**config.mk**
```make
export PLATFORM = sky130hd
export DESIGN_NAME = lcd_raster_timer
export DESIGN_NICKNAME = d
export VERILOG_FILES = /design/src/rtl/lcd_raster_timer.sv
export SDC_FILE = /design/constraint.sdc
export NUM_CORES = 1
export LEC_CHECK = 0
export ABC_CLOCK_PERIOD_IN_PS = 7600
export BUFFER_PORTS_ARGS = -buffer_cell sky130_fd_sc_hd__buf_2
export CAP_MARGIN = 20
export CELL_PAD_IN_SITES_DETAIL_PLACEMENT = 0
export CELL_PAD_IN_SITES_GLOBAL_PLACEMENT = 1
export CORE_MARGIN = 1.5
export CORE_UTILIZATION = 25
export CTS_BUF_LIST = sky130_fd_sc_hd__clkbuf_2
export DETAILED_ROUTE_END_ITERATION = 10
export PLACE_DENSITY = 0.53
export SLEW_MARGIN = 20
export SYNTH_ARGS = -nofsm -noshare
export SYNTH_HDL_FRONTEND = slang
export SYNTH_SLANG_ARGS = --single-unit
```
**constraint.sdc**
```tcl
create_clock -name clk -period 7.6 [get_ports clk]
set_input_delay 0.76 -clock clk [delete_from_list [all_inputs] [get_ports clk]]
set_output_delay 0.76 -clock clk [all_outputs]
set_load 0.02 [all_outputs]
```
**src/rtl/lcd_raster_timer.sv**
```systemverilog
module lcd_raster_timer #(
  parameter int DIV_W   = 8,
  parameter int PPL_W   = 6,
  parameter int LINE_W  = 10,
  parameter int PORCH_W = 8,
  parameter int SYNC_W  = 6
) (
  input  logic               clk,
  input  logic               rst_n,
  input  logic               raster_en,
  input  logic [DIV_W-1:0]   clk_div,
  input  logic [PPL_W-1:0]   ppl_m1,
  input  logic [LINE_W-1:0]  lines_m1,
  input  logic [SYNC_W-1:0]  hsw,
  input  logic [PORCH_W-1:0] hbp,
  input  logic [PORCH_W-1:0] hfp,
  input  logic [SYNC_W-1:0]  vsw,
  input  logic [PORCH_W-1:0] vbp,
  input  logic [PORCH_W-1:0] vfp,
  input  logic               inv_pclk,
  input  logic               inv_lclk,
  input  logic               inv_fclk,
  input  logic               px_starve,
  input  logic               clr_eof,
  input  logic               clr_sync_lost,
  output logic               busy,
  output logic               pclk_en,
  output logic               pclk,
  output logic               lclk,
  output logic               fclk,
  output logic               de,
  output logic               eof_stat,
  output logic               sync_lost_stat
);

  localparam int AW = (PPL_W + 5 > LINE_W + 1) ? PPL_W + 5 : LINE_W + 1;
  localparam int CW = AW + 2;

  logic             running;
  logic [DIV_W-1:0] dcnt, div_eff;
  logic [CW-1:0]    hcnt, vcnt;
  logic [CW-1:0]    h_sync_end, h_act_beg, h_act_end, h_total;
  logic [CW-1:0]    v_sync_end, v_act_beg, v_act_end, v_total;
  logic             tick, line_end, frame_end;
  logic             h_act, v_act;

  assign div_eff = (clk_div < DIV_W'(2)) ? DIV_W'(2) : clk_div;

  assign h_sync_end = CW'(hsw) + CW'(1);
  assign h_act_beg  = h_sync_end + CW'(hbp) + CW'(1);
  assign h_act_end  = h_act_beg + ((CW'(ppl_m1) + CW'(1)) << 4);
  assign h_total    = h_act_end + CW'(hfp) + CW'(1);

  assign v_sync_end = CW'(vsw) + CW'(1);
  assign v_act_beg  = v_sync_end + CW'(vbp) + CW'(1);
  assign v_act_end  = v_act_beg + CW'(lines_m1) + CW'(1);
  assign v_total    = v_act_end + CW'(vfp) + CW'(1);

  assign tick      = running && (dcnt >= div_eff - DIV_W'(1));
  assign line_end  = tick && (hcnt >= h_total - CW'(1));
  assign frame_end = line_end && (vcnt >= v_total - CW'(1));

  always_ff @(posedge clk) begin
    if (!rst_n) begin
      running <= 1'b0;
      dcnt    <= '0;
      hcnt    <= '0;
      vcnt    <= '0;
    end else if (!running) begin
      running <= raster_en;
      dcnt    <= '0;
      hcnt    <= '0;
      vcnt    <= '0;
    end else begin
      dcnt <= tick ? '0 : dcnt + DIV_W'(1);
      if (tick)      hcnt <= line_end ? '0 : hcnt + CW'(1);
      if (line_end)  vcnt <= frame_end ? '0 : vcnt + CW'(1);
      if (frame_end && !raster_en) running <= 1'b0;
    end
  end

  always_ff @(posedge clk) begin
    if (!rst_n) begin
      eof_stat       <= 1'b0;
      sync_lost_stat <= 1'b0;
    end else begin
      eof_stat       <= frame_end | (eof_stat & ~clr_eof);
      sync_lost_stat <= (de & px_starve) | (sync_lost_stat & ~clr_sync_lost);
    end
  end

  assign h_act   = (hcnt >= h_act_beg) && (hcnt < h_act_end);
  assign v_act   = (vcnt >= v_act_beg) && (vcnt < v_act_end);

  assign busy    = running;
  assign pclk_en = tick;
  assign pclk    = (running && (dcnt >= (div_eff >> 1))) ^ inv_pclk;
  assign lclk    = (running && (hcnt < h_sync_end)) ^ inv_lclk;
  assign fclk    = (running && (vcnt < v_sync_end)) ^ inv_fclk;
  assign de      = running && h_act && v_act;

  assert_strobe_gap_R1: assert property (@(posedge clk) disable iff (!rst_n)
    pclk_en |=> !pclk_en);

  assert_de_outside_sync_R4: assert property (@(posedge clk) disable iff (!rst_n)
    de |-> (lclk == inv_lclk) && (fclk == inv_fclk));

  assert_idle_quiet_R10: assert property (@(posedge clk) disable iff (!rst_n)
    !busy |-> !de && !pclk_en);

  assert_start_R6: assert property (@(posedge clk) disable iff (!rst_n)
    (!busy && raster_en) |=> busy);

  assert_stop_at_frame_R7: assert property (@(posedge clk) disable iff (!rst_n)
    $fell(busy) |-> $past(frame_end));

  assert_eof_set_R8: assert property (@(posedge clk) disable iff (!rst_n)
    frame_end |=> eof_stat);

  assert_sync_lost_set_R9: assert property (@(posedge clk) disable iff (!rst_n)
    (de && px_starve) |=> sync_lost_stat);

  assert_counter_range_R2: assert property (@(posedge clk) disable iff (!rst_n)
    busy |-> (hcnt < h_total) && (vcnt < v_total));

endmodule

```
==> results of run 1 <==
==> worst max-delay path, stage by stage <==
cell and delay, ns:
buf_2 0.13, ha_1 0.22, and3_1 0.21, xor2_1 0.16
ha_1 0.36, o21a_1 0.13, o31a_1 0.12, o31a_1 0.26
a21o_1 0.18, inv_1 0.06, ha_1 0.25, a21o_1 0.16
a31oi_1 0.34, xnor2_1 0.18, ha_1 0.34, a21oi_1 0.08
a21oi_1 0.29, nand3b_4 0.10, xnor2_1 0.13, ha_1 0.31
a211oi_1 0.26, a221o_1 0.17, nand3_1 0.07, a21oi_1 0.26
nand2b_1 0.34, nand3_1 0.46, nor3_1 0.29
==> routing by layer <==
layer,track usage,share of wire
met1,0.1696,0.50
met2,0.2214,0.47
met3,0.01108,0.024
met4,0.01633,0.0046
met5,0,0
==> worst max path at each step <==
stage | start | endpoint | slack, ns | depth (start not counted)
global placement | hsw[0] | hcnt[0] | 0.86 | 27
CTS | hsw[0] | de | 1.18 | 23
global route | hsw[0] | de | 0.79 | 23
floorplan | hsw[0] | vcnt[0] | 1.61 | 28
detailed placement | hsw[0] | hcnt[0] | 0.82 | 27
finish | hsw[0] | hcnt[0] | 1.27 | 27
==> area by class of cell <==
cell class / count / area (um^2) / share of cell area
multi-input combinational: 619 / 4815 / 0.7114
sequential: 37 / 740.7 / 0.1094
timing repair buffer: 85 / 427.9 / 0.06323
tap: 319 / 399.1 / 0.05898
inverter: 92 / 345.3 / 0.05103
clock buffer: 6 / 30.03 / 0.004437
clock inverter: 2 / 10.01 / 0.001479
==> Yosys cell counts (all sizes together), types with 12 or more instances <==
library cell,count
nand2,41
nor3,12
xnor2,42
a21oi,47
xor2,40
o21a,15
ha,137
inv,92
dfxtp,37
nor2,61
a21o,27
o21ai,35
nand4,14
nand2b,14
nand3,32
==> through the flow <==
stage | setup WS [ns] | util
6_report | 1.272 | 0.2901
5_1_grt | 0.7855 | 0.2901
4_1_cts | 1.182 | 0.2901
3_5_place_dp | 0.8227 | 0.2883
3_3_place_gp | 0.8639 | 0.2883
2_1_floorplan | 1.613 | -
==> power groups by stage <==
stage | logic (W) | clock network, W | registers [W]
after global placement | 0.000736 | 0 | 0.000202
after global routing | 0.000840 | 0.000105 | 0.000199
after detailed placement | 0.000730 | 0 | 0.000202
after CTS | 0.000736 | 0.0000976 | 0.000199
after floorplan | 0.000559 | 0 | 0.000201
final | 0.000719 | 0.0000901 | 0.000198
==> logic make-up (layout without fill, tap and decap cells) <==
group / count (synthesis) / in the layout
adders and majority gates: 145 / 145
other: 1 / 2
and+or+nand+nor: 219 / 219
xor gates and xnor gates: 82 / 82
AOI/OAI and AO/OA: 169 / 169
buffers and inverters: 96 / 185
muxes: 2 / 2
DFF: 37 / 37
==> flip-flops by register name, summed over array words and instances, names as in the netlist <==
| register | cells |
|---|---|
| hcnt | 13 |
| vcnt | 13 |
| dcnt | 8 |
| busy | 1 |
| eof_stat | 1 |
| sync_lost_stat | 1 |
==> results.py, run 1 <==
metrics = {
    "floorplanning": {
        "die_y_um": 156.8,
        "rows": 56,
        "ios": 85,
        "fp.coreArea_mm2": 0.02333,
        "initial_core_util": 0.2534,
        "die-area_mm2": 0.02458,
        "fp.dieW_um": 156.8,
    },
    "placement": {
        "placed_area_mm2": 0.006728,
        "hpwl_um": 13290,
        "port_buffers": 84,
        "numPlacedInstances": 1152,
        "globalplace.congestion": 0.7708,
    },
    "critical_path": {
        "r2r_slack_ns": 4.26,
        "critical_path_class": "in2reg",
        "worstPathArrival_ns": 6.65,
        "critPathMaxFanout": 13,
        "r2r-start": "hcnt[0]",
        "crit_required_ns": 7.92,
        "critPathCaptureType": "register",
        "timing.rr.end": "sync_lost_stat",
        "worstSetupStartpointType": "primary input",
        "reg2reg_depth": 10,
    },
    "worst_hold_path": {
        "whs_endpoint": "dcnt[0]",
        "hold_class": "reg2reg",
        "hold_path.startpoint": "dcnt[0]",
        "whs_path_depth": 1,
    },
    "job": {
        "drv_cap": 0,
    },
    "pwr": {
        "power_frac_comb": 0.714,
        "finalPower_w": 0.001007,
        "seqPwrFrac": 0.197,
        "clkPwrFrac": 0.089,
        "swShare": 0.4607,
        "pwr_density_cell_mw_per_mm2": 148.9,
        "p_leak_nw": 3.446,
        "peakVddDrop_mv": 0.04006,
        "intPower_w": 0.0005433,
        "p_switching_w": 0.0004642,
    },
    "sta": {
        "fin_skew_ns": 0.02543,
        "finalCriticalPeriod_ns": 6.328,
        "worst_slew_pin_slew_ns": 0.5511,
        "timing.fmax_mhz": 158.0,
        "rsz0062_at_grt": "false",
        "fin_setup_tns_ns": 0,
        "relSlewSlack": 0.6326,
        "slew_violations": 0,
        "holdWs_ns": 0.5167,
        "hold_violations": 0,
        "final-setup-viol-count": 0,
        "period_share": 0.8327,
    },
    "route": {
        "drtIter0Drc": 135,
        "vias": 5218,
        "viasPerCell": 4.498,
        "drc": 0,
        "drt-total-wl_um": 15120,
        "ant_nets": 0,
        "wl_per_cell_um": 13.03,
        "dr.pass1.iters": 6,
    },
    "cts": {
        "post_cts_resized": 0,
        "path_clk_slew_ns": 0.21,
        "cts-root-buf": "clkbuf_2",
        "cts-htree-levels": 2,
        "cts_buffers": 5,
        "cts_tree": "yes",
        "hold_buffers": 0,
        "cts_buffer_depth": 2,
        "postCtsSetupBuffers": 0,
        "cts_sinks": 37,
        "clock_latency_ns": 0.37,
    },
    "final_layout": {
        "final_cell_mix": "ha_1, inv_1, buf_2",
        "final_area_mm2": 0.006768,
        "layout.cells.non_filler": 1160,
        "syn2layout_area_growth_pct": 14.45,
        "nets": 1060,
        "drive_gt1_frac": 0.1249,
        "final_common_cell": "ha_1",
        "n_antenna_cell": 0,
        "n_fill_cell": 2610,
    },
    "logic_synthesis": {
        "synth_top_area_frac": 0.2899,
        "async_reset_ff_frac": 0,
        "synth_ff_type": "dfxtp_1",
        "yosys.cell_types.count": 59,
        "ys_seq_elements": 37,
        "synthMuxAreaShare": 0.003597,
        "yosys.area.top_type": "ha_1",
        "synth_edf_count": 0,
        "synth_area_leaders": "ha_1, dfxtp_1, xnor2_1",
        "syn_area_mm2": 0.005913,
        "avgSynthCellArea_um2": 7.874,
        "synth-adder-area-share": 0.3140,
        "yosys.area_share.simple": 0.1856,
        "yosys_warnings": 0,
        "synthCells": 751,
        "synth_compound_area_frac": 0.1871,
        "synth-xor-area-share": 0.1227,
        "ys_seq_area_frac": 0.1253,
        "synth_top_family_by_area": "adder cells",
    },
    "global_routing": {
        "grt_pass1_vias": 5109,
        "grt_first_pass_wirelength_um": 25050,
        "grt_overflow_total": 0,
        "track_usage": 0.1258,
        "antenna_found_initial": 0,
        "grt_max_degree": 14,
    },
    "status": {
        "run_status": "completed",
    },
}
No activity file was read; power rests on OpenSTA's default activity.
==> run 2, diff against run 1 <==
Settings changed: ABC_CLOCK_PERIOD_IN_PS 7600 to 6500.
Clock period 7.6 ns to 6.5 ns, I/O delays scaled along.
==> run 2 against run 1 <==
Count of clock-buffer cells in the layout decreased by 1. Power increased by 21%. Wire length is 1.4% lower. Clock skew fell by 0.0052 ns. Clock power up 63%. Final cell count up 0.60%. Flip-flop and latch count stayed put. Critical path depth fell by 6.
==> results.py, run 2 (synthesis results as in run 1) <==
metrics = {
    "global_routing": {
        "grt_pass1_vias": 5056,
        "antenna_found_initial": 1,
        "track_usage": 0.1248,
        "grt_first_pass_wirelength_um": 24710,
        "grt_max_degree": 14,
        "grt_overflow_total": 0,
    },
    "status": {
        "run_status": "completed",
    },
    "floorplanning": {
        "die_y_um": 156.8,
        "fp.dieW_um": 156.8,
        "initial_core_util": 0.2534,
        "ios": 85,
        "fp.coreArea_mm2": 0.02333,
        "rows": 56,
        "die-area_mm2": 0.02458,
    },
    "worst_hold_path": {
        "hold_path.startpoint": "px_starve",
        "whs_path_depth": 2,
        "whs_endpoint": "sync_lost_stat",
        "hold_class": "in2reg",
    },
    "final_layout": {
        "final_cell_mix": "ha_1, inv_1, buf_2",
        "multiInputGateArea_mm2": 0.004826,
        "n_fill_cell": 2589,
        "seq_area_um2": 740.7,
        "drive_gt1_frac": 0.1334,
        "nets": 1066,
        "final_common_cell": "ha_1",
        "syn2layout_area_growth_pct": 15.89,
        "reg_top3": "hcnt (13), vcnt (13), dcnt (8)",
    },
    "pwr": {
        "pwr_density_cell_mw_per_mm2": 178.5,
        "peakVddDrop_mv": 0.07143,
        "p_leak_nw": 3.478,
    },
    "placement": {
        "port_buffers": 84,
        "globalplace.congestion": 0.7593,
        "hpwl_um": 13120,
    },
    "cts": {
        "cts_buffer_depth": 2,
        "path_clk_slew_ns": 0.20,
        "cts_buffers": 5,
        "hold_buffers": 0,
        "clock_latency_ns": 0.39,
        "cts-root-buf": "clkbuf_2",
        "cts_tree": "yes",
        "cts-htree-levels": 2,
        "cts_sinks": 37,
    },
    "critical_path": {
        "critical_path_class": "in2out",
        "max_stage_delay_ns": 0.45,
        "reg2reg_depth": 11,
        "critPathCaptureType": "primary output",
        "r2r-start": "hcnt[0]",
        "worstSetupStartpointType": "primary input",
        "crit_chain": "buf_2, ha_1, fa_1, a21o_1, a21oi_1, o21bai_1, a21oi_1, xnor2_1, ha_1, a21o_1, a31oi_1, mux2_2, o2111ai_1, inv_1, ha_1, a211o_1, a2111oi_1, nand2_1, a41oi_1, o2111a_2, buf_2",
        "crit_family": "compound AO/OA/AOI/OAI gates",
        "critPathSlowestCell": "fa_1",
        "crit_required_ns": 5.85,
        "r2r_slack_ns": 3.12,
        "timing.rr.end": "sync_lost_stat",
        "critPathMaxFanout": 4,
        "worstPathArrival_ns": 5.47,
        "cp_num_buf_inv": 3,
        "cpMostUsedCell": "ha_1",
    },
    "route": {
        "drc": 0,
        "viasPerCell": 4.454,
        "drtIter0Drc": 119,
        "vias": 5198,
        "ant_nets": 0,
        "drt-total-wl_um": 14900,
        "wl_per_cell_um": 12.77,
        "dr.pass1.iters": 4,
    },
    "sta": {
        "period_share": 0.9413,
        "fin_skew_ns": 0.02022,
        "relSlewSlack": 0.6411,
        "worst_slew_pin_slew_ns": 0.5343,
        "slew_violations": 0,
        "holdWs_ns": 0.4635,
        "finalCriticalPeriod_ns": 6.118,
        "hold_violations": 0,
        "final-setup-viol-count": 0,
        "rsz0062_at_grt": "false",
        "fin_setup_tns_ns": 0,
        "timing.fmax_mhz": 163.4,
    },
    "job": {
        "drv_cap": 0,
    },
}
-- run 2: cell type report --
class,instances,share of cell area
antenna,1,0.0003652
clock buffer,5,0.003652
clock inverter,3,0.006025
inverter,92,0.05039
multi-input combinational,619,0.7042
sequential,37,0.1081
tap,319,0.05824
timing repair buffer,91,0.06902
-- run 2: layer usage --
metal / part of all wire / GRT usage / up-vias / wire (um)
li1: - / - / 2835 / -
met1: 0.51 / 0.1713 / 2301 / 7580
met2: 0.46 / 0.2139 / 57 / 6919
met3: 0.021 / 0.01302 / 5 / 318
met4: 0.0056 / 0.01769 / 0 / 84
met5: 0 / 0 / - / 0
-- run 2: worst max path at each step --
stage	startpoint	end	slack, ns	depth (start not counted)
floorplan	hsw[0]	vcnt[0]	0.62	28
global placement	vsw[0]	de	0.08	21
detailed placement	vsw[0]	de	0.08	21
CTS	vsw[0]	de	0.06	21
global route	vsw[0]	de	0.01	21
finish	vsw[0]	de	0.38	21
-- run 2: where the power goes --
group	total, W	switching, W	internal [W]	leakage (nW)
clock network	0.000147	0.0000830	0.0000637	0.0366
registers	0.000232	0.00000331	0.000229	0.298
logic	0.000845	0.000460	0.000385	3.14
-- run 2: worst reg2reg max path: cells and delay by family (launching register included) --
kind	cells	cell delay (ns)
AOI/OAI and AO/OA	5	1.42
DFF	1	0.51
adders and majority gates	3	0.96
buffers and inverters	2	0.29
and+or+nand+nor	1	0.13
-- run 2: repair_timing --
action / in CTS / in global routing
setup buffers: 0 / 2
setup endpoints to repair: 0 / 1
gates resized for setup: 0 / 4
-- run 2: per-stage QoR --
step / total power (W) / area (um^2) / setup slack, ns / util / std cells
after floorplan: 0.0008884 / 5917 / 0.6226 / - / 752
after detailed placement: 0.001094 / 6758 / 0.07861 / 0.2896 / 1156
after global placement: 0.001093 / 6758 / 0.07657 / 0.2896 / 1156
after CTS: 0.001252 / 6824 / 0.06406 / 0.2925 / 1164
after global routing: 0.001386 / 6853 / 0.01127 / 0.2937 / 1167
final: 0.001223 / 6853 / 0.3817 / 0.2937 / 1167
==> run 3, diff against run 2 <==
--- a/config.mk
+++ b/config.mk
@@ -12,3 +12,2 @@
 export CELL_PAD_IN_SITES_GLOBAL_PLACEMENT = 1
-export CORE_MARGIN = 1.5
 export CORE_UTILIZATION = 25
@@ -17,3 +16,2 @@
 export PLACE_DENSITY = 0.53
-export SLEW_MARGIN = 20
 export SYNTH_ARGS = -nofsm -noshare
==> constraint.sdc (replaced) <==
create_clock -name clk -period 6.5 [get_ports clk]
set_input_delay 1.3 -clock clk [delete_from_list [all_inputs] [get_ports clk]]
set_output_delay 1.3 -clock clk [all_outputs]
set_load 0.02 [all_outputs]
==> run 3 against run 2 <==
Wire length grew 6.0%. Clock skew grew 0.0051 ns. Combinational power grew 30%. Fmax shrank 9.7%. First-iteration DRC count grew 3.4%. The flow now finishes with violations (setup timing). Global-route usage grew 0.84 points. Largest power group unchanged.
==> results.py, run 3 (synthesis results as in run 1) <==
metrics = {
    "cts": {
        "cts-root-buf": "clkbuf_2",
        "cts_buffers": 5,
        "cts_buffer_depth": 2,
        "clock_latency_ns": 0.41,
        "cts_tree": "yes",
        "hold_buffers": 0,
        "cts_sinks": 37,
        "cts-htree-levels": 2,
        "path_clk_slew_ns": 0.20,
    },
    "global_routing": {
        "grt_first_pass_wirelength_um": 26370,
        "grt_overflow_total": 0,
        "grt_pass1_vias": 5547,
        "grt_max_degree": 14,
        "antenna_found_initial": 0,
        "track_usage": 0.1333,
    },
    "sta": {
        "worst_slew_pin_slew_ns": 0.5705,
        "final-setup-viol-count": 1,
        "fin_ws_ns": -0.2728,
        "finalCriticalPeriod_ns": 6.773,
        "fin_skew_ns": 0.02530,
        "hold_violations": 0,
        "rsz0062_at_grt": "true",
        "timing.fmax_mhz": 147.6,
        "holdWs_ns": 0.5132,
        "slew_violations": 0,
        "relSlewSlack": 0.6167,
        "period_share": 1.042,
    },
    "pwr": {
        "finalPower_w": 0.001488,
        "pwr_density_cell_mw_per_mm2": 183.4,
        "p_leak_nw": 4.104,
        "peakVddDrop_mv": 0.05996,
    },
    "critical_path": {
        "reg2reg_depth": 11,
        "crit_chain": "buf_2, ha_4, xor2_2, ha_1, nor2b_4, o31a_1, a21oi_2, ha_2, inv_2, fa_2, a21oi_2, o211ai_1, a21oi_2, o21ai_1, xor2_1, ha_1, a21o_1, a2111oi_4, nand2_1, a41oi_2, o2111a_2, buf_6",
        "cpMostUsedCell": "a21oi_2",
        "critPathMaxFanout": 3,
        "worstPathArrival_ns": 5.47,
        "worstSetupStartpointType": "primary input",
        "critPathSlowestCell": "fa_2",
        "max_stage_delay_ns": 0.35,
        "critPathCaptureType": "primary output",
        "crit_required_ns": 5.20,
        "crit_family": "compound AO/OA/AOI/OAI gates",
        "timing.rr.end": "sync_lost_stat",
        "cp_num_buf_inv": 3,
        "r2r-start": "hcnt[0]",
        "r2r_slack_ns": 3.10,
        "critical_path_class": "in2out",
    },
    "final_layout": {
        "final_cell_mix": "ha_1, buf_4, inv_1",
        "syn2layout_area_growth_pct": 37.22,
        "final_common_cell": "ha_1",
        "n_antenna_cell": 0,
        "nets": 1187,
        "layout.cells.non_filler": 1281,
        "drive_gt1_frac": 0.2903,
        "seq_area_um2": 740.7,
        "multiInputGateArea_mm2": 0.005174,
        "n_fill_cell": 2499,
        "reg_top3": "hcnt (13), vcnt (13), dcnt (8)",
    },
    "worst_hold_path": {
        "hold_path.startpoint": "dcnt[0]",
        "whs_endpoint": "dcnt[0]",
        "whs_path_depth": 1,
        "hold_class": "reg2reg",
    },
    "route": {
        "drt-total-wl_um": 15800,
        "route.met2.wl_um": 7523,
        "m1WireLength_um": 7864,
        "drtIter0Drc": 123,
        "ant_nets": 0,
        "top_layer_used": "met4",
        "wl_per_cell_um": 12.34,
        "dr_wl_met3_um": 368,
        "vias": 5603,
        "viasPerCell": 4.374,
        "drc": 0,
        "dr.pass1.iters": 4,
    },
    "floorplanning": {
        "initial_core_util": 0.2580,
        "die-area_mm2": 0.02427,
        "fp.dieW_um": 155.8,
        "ios": 85,
        "fp.coreArea_mm2": 0.02292,
        "die_y_um": 155.8,
        "rows": 55,
    },
    "job": {
        "drv_cap": 0,
    },
    "status": {
        "failed_checks": "setup timing",
        "run_status": "finished with violations",
    },
    "placement": {
        "numPlacedInstances": 1258,
        "place_ws_ns": -0.5929,
        "port_buffers": 84,
        "globalplace.congestion": 0.7814,
        "hpwl_um": 13670,
    },
}
[run 3: cell type report]
cell class	instances	area share
multi-input combinational	619	0.6376
timing repair buffer	212	0.1715
sequential	37	0.09129
tap	313	0.04827
inverter	92	0.04256
clock inverter	3	0.005705
clock buffer	5	0.003084
[run 3: metal layers]
metal	vias to the layer above	track usage
met5	-	0
met4	0	0.01541
met3	2	0.01694
met2	56	0.2319
met1	2477	0.1790
li1	3068	-
[run 3: timing repair]
| item | 4_1_cts | 5_1_grt |
|---|---|---|
| setup endpoints to repair | 1 | 17 |
| pin swaps | 17 | 19 |
| setup buffers | 7 | 8 |
| gates resized for setup | 23 | 36 |
[run 3: per-stage QoR]
stage	utilization	instance area, um^2	TNS (ns)
after floorplan	-	5961	0
after global placement	0.3319	7605	-8.046
after detailed placement	0.3319	7605	-8.743
after CTS	0.3439	7880	-0.3060
after global routing	0.3541	8114	-0.4833
final	0.3541	8114	-0.2728
[run 3: report_power, final]
group / internal (W) / switching (W) / leakage, nW
Clock: 0.0000655 / 0.0000878 / 0.0392
Sequential: 0.000229 / 0.00000315 / 0.298
Combinational: 0.000578 / 0.000525 / 3.77
Total: 0.000872 / 0.000616 / 4.10
[run 3: worst max-delay path by stage]
stage | depth (start not counted) | startpoint | slack (ns) | endpoint
after floorplan | 21 | hsw[0] | 0.002 | de
after global placement | 23 | hsw[0] | -0.45 | de
after detailed placement | 23 | hsw[0] | -0.59 | de
after CTS | 22 | hsw[1] | -0.31 | de
after global routing | 23 | hsw[1] | -0.48 | de
final | 22 | hsw[1] | -0.27 | de
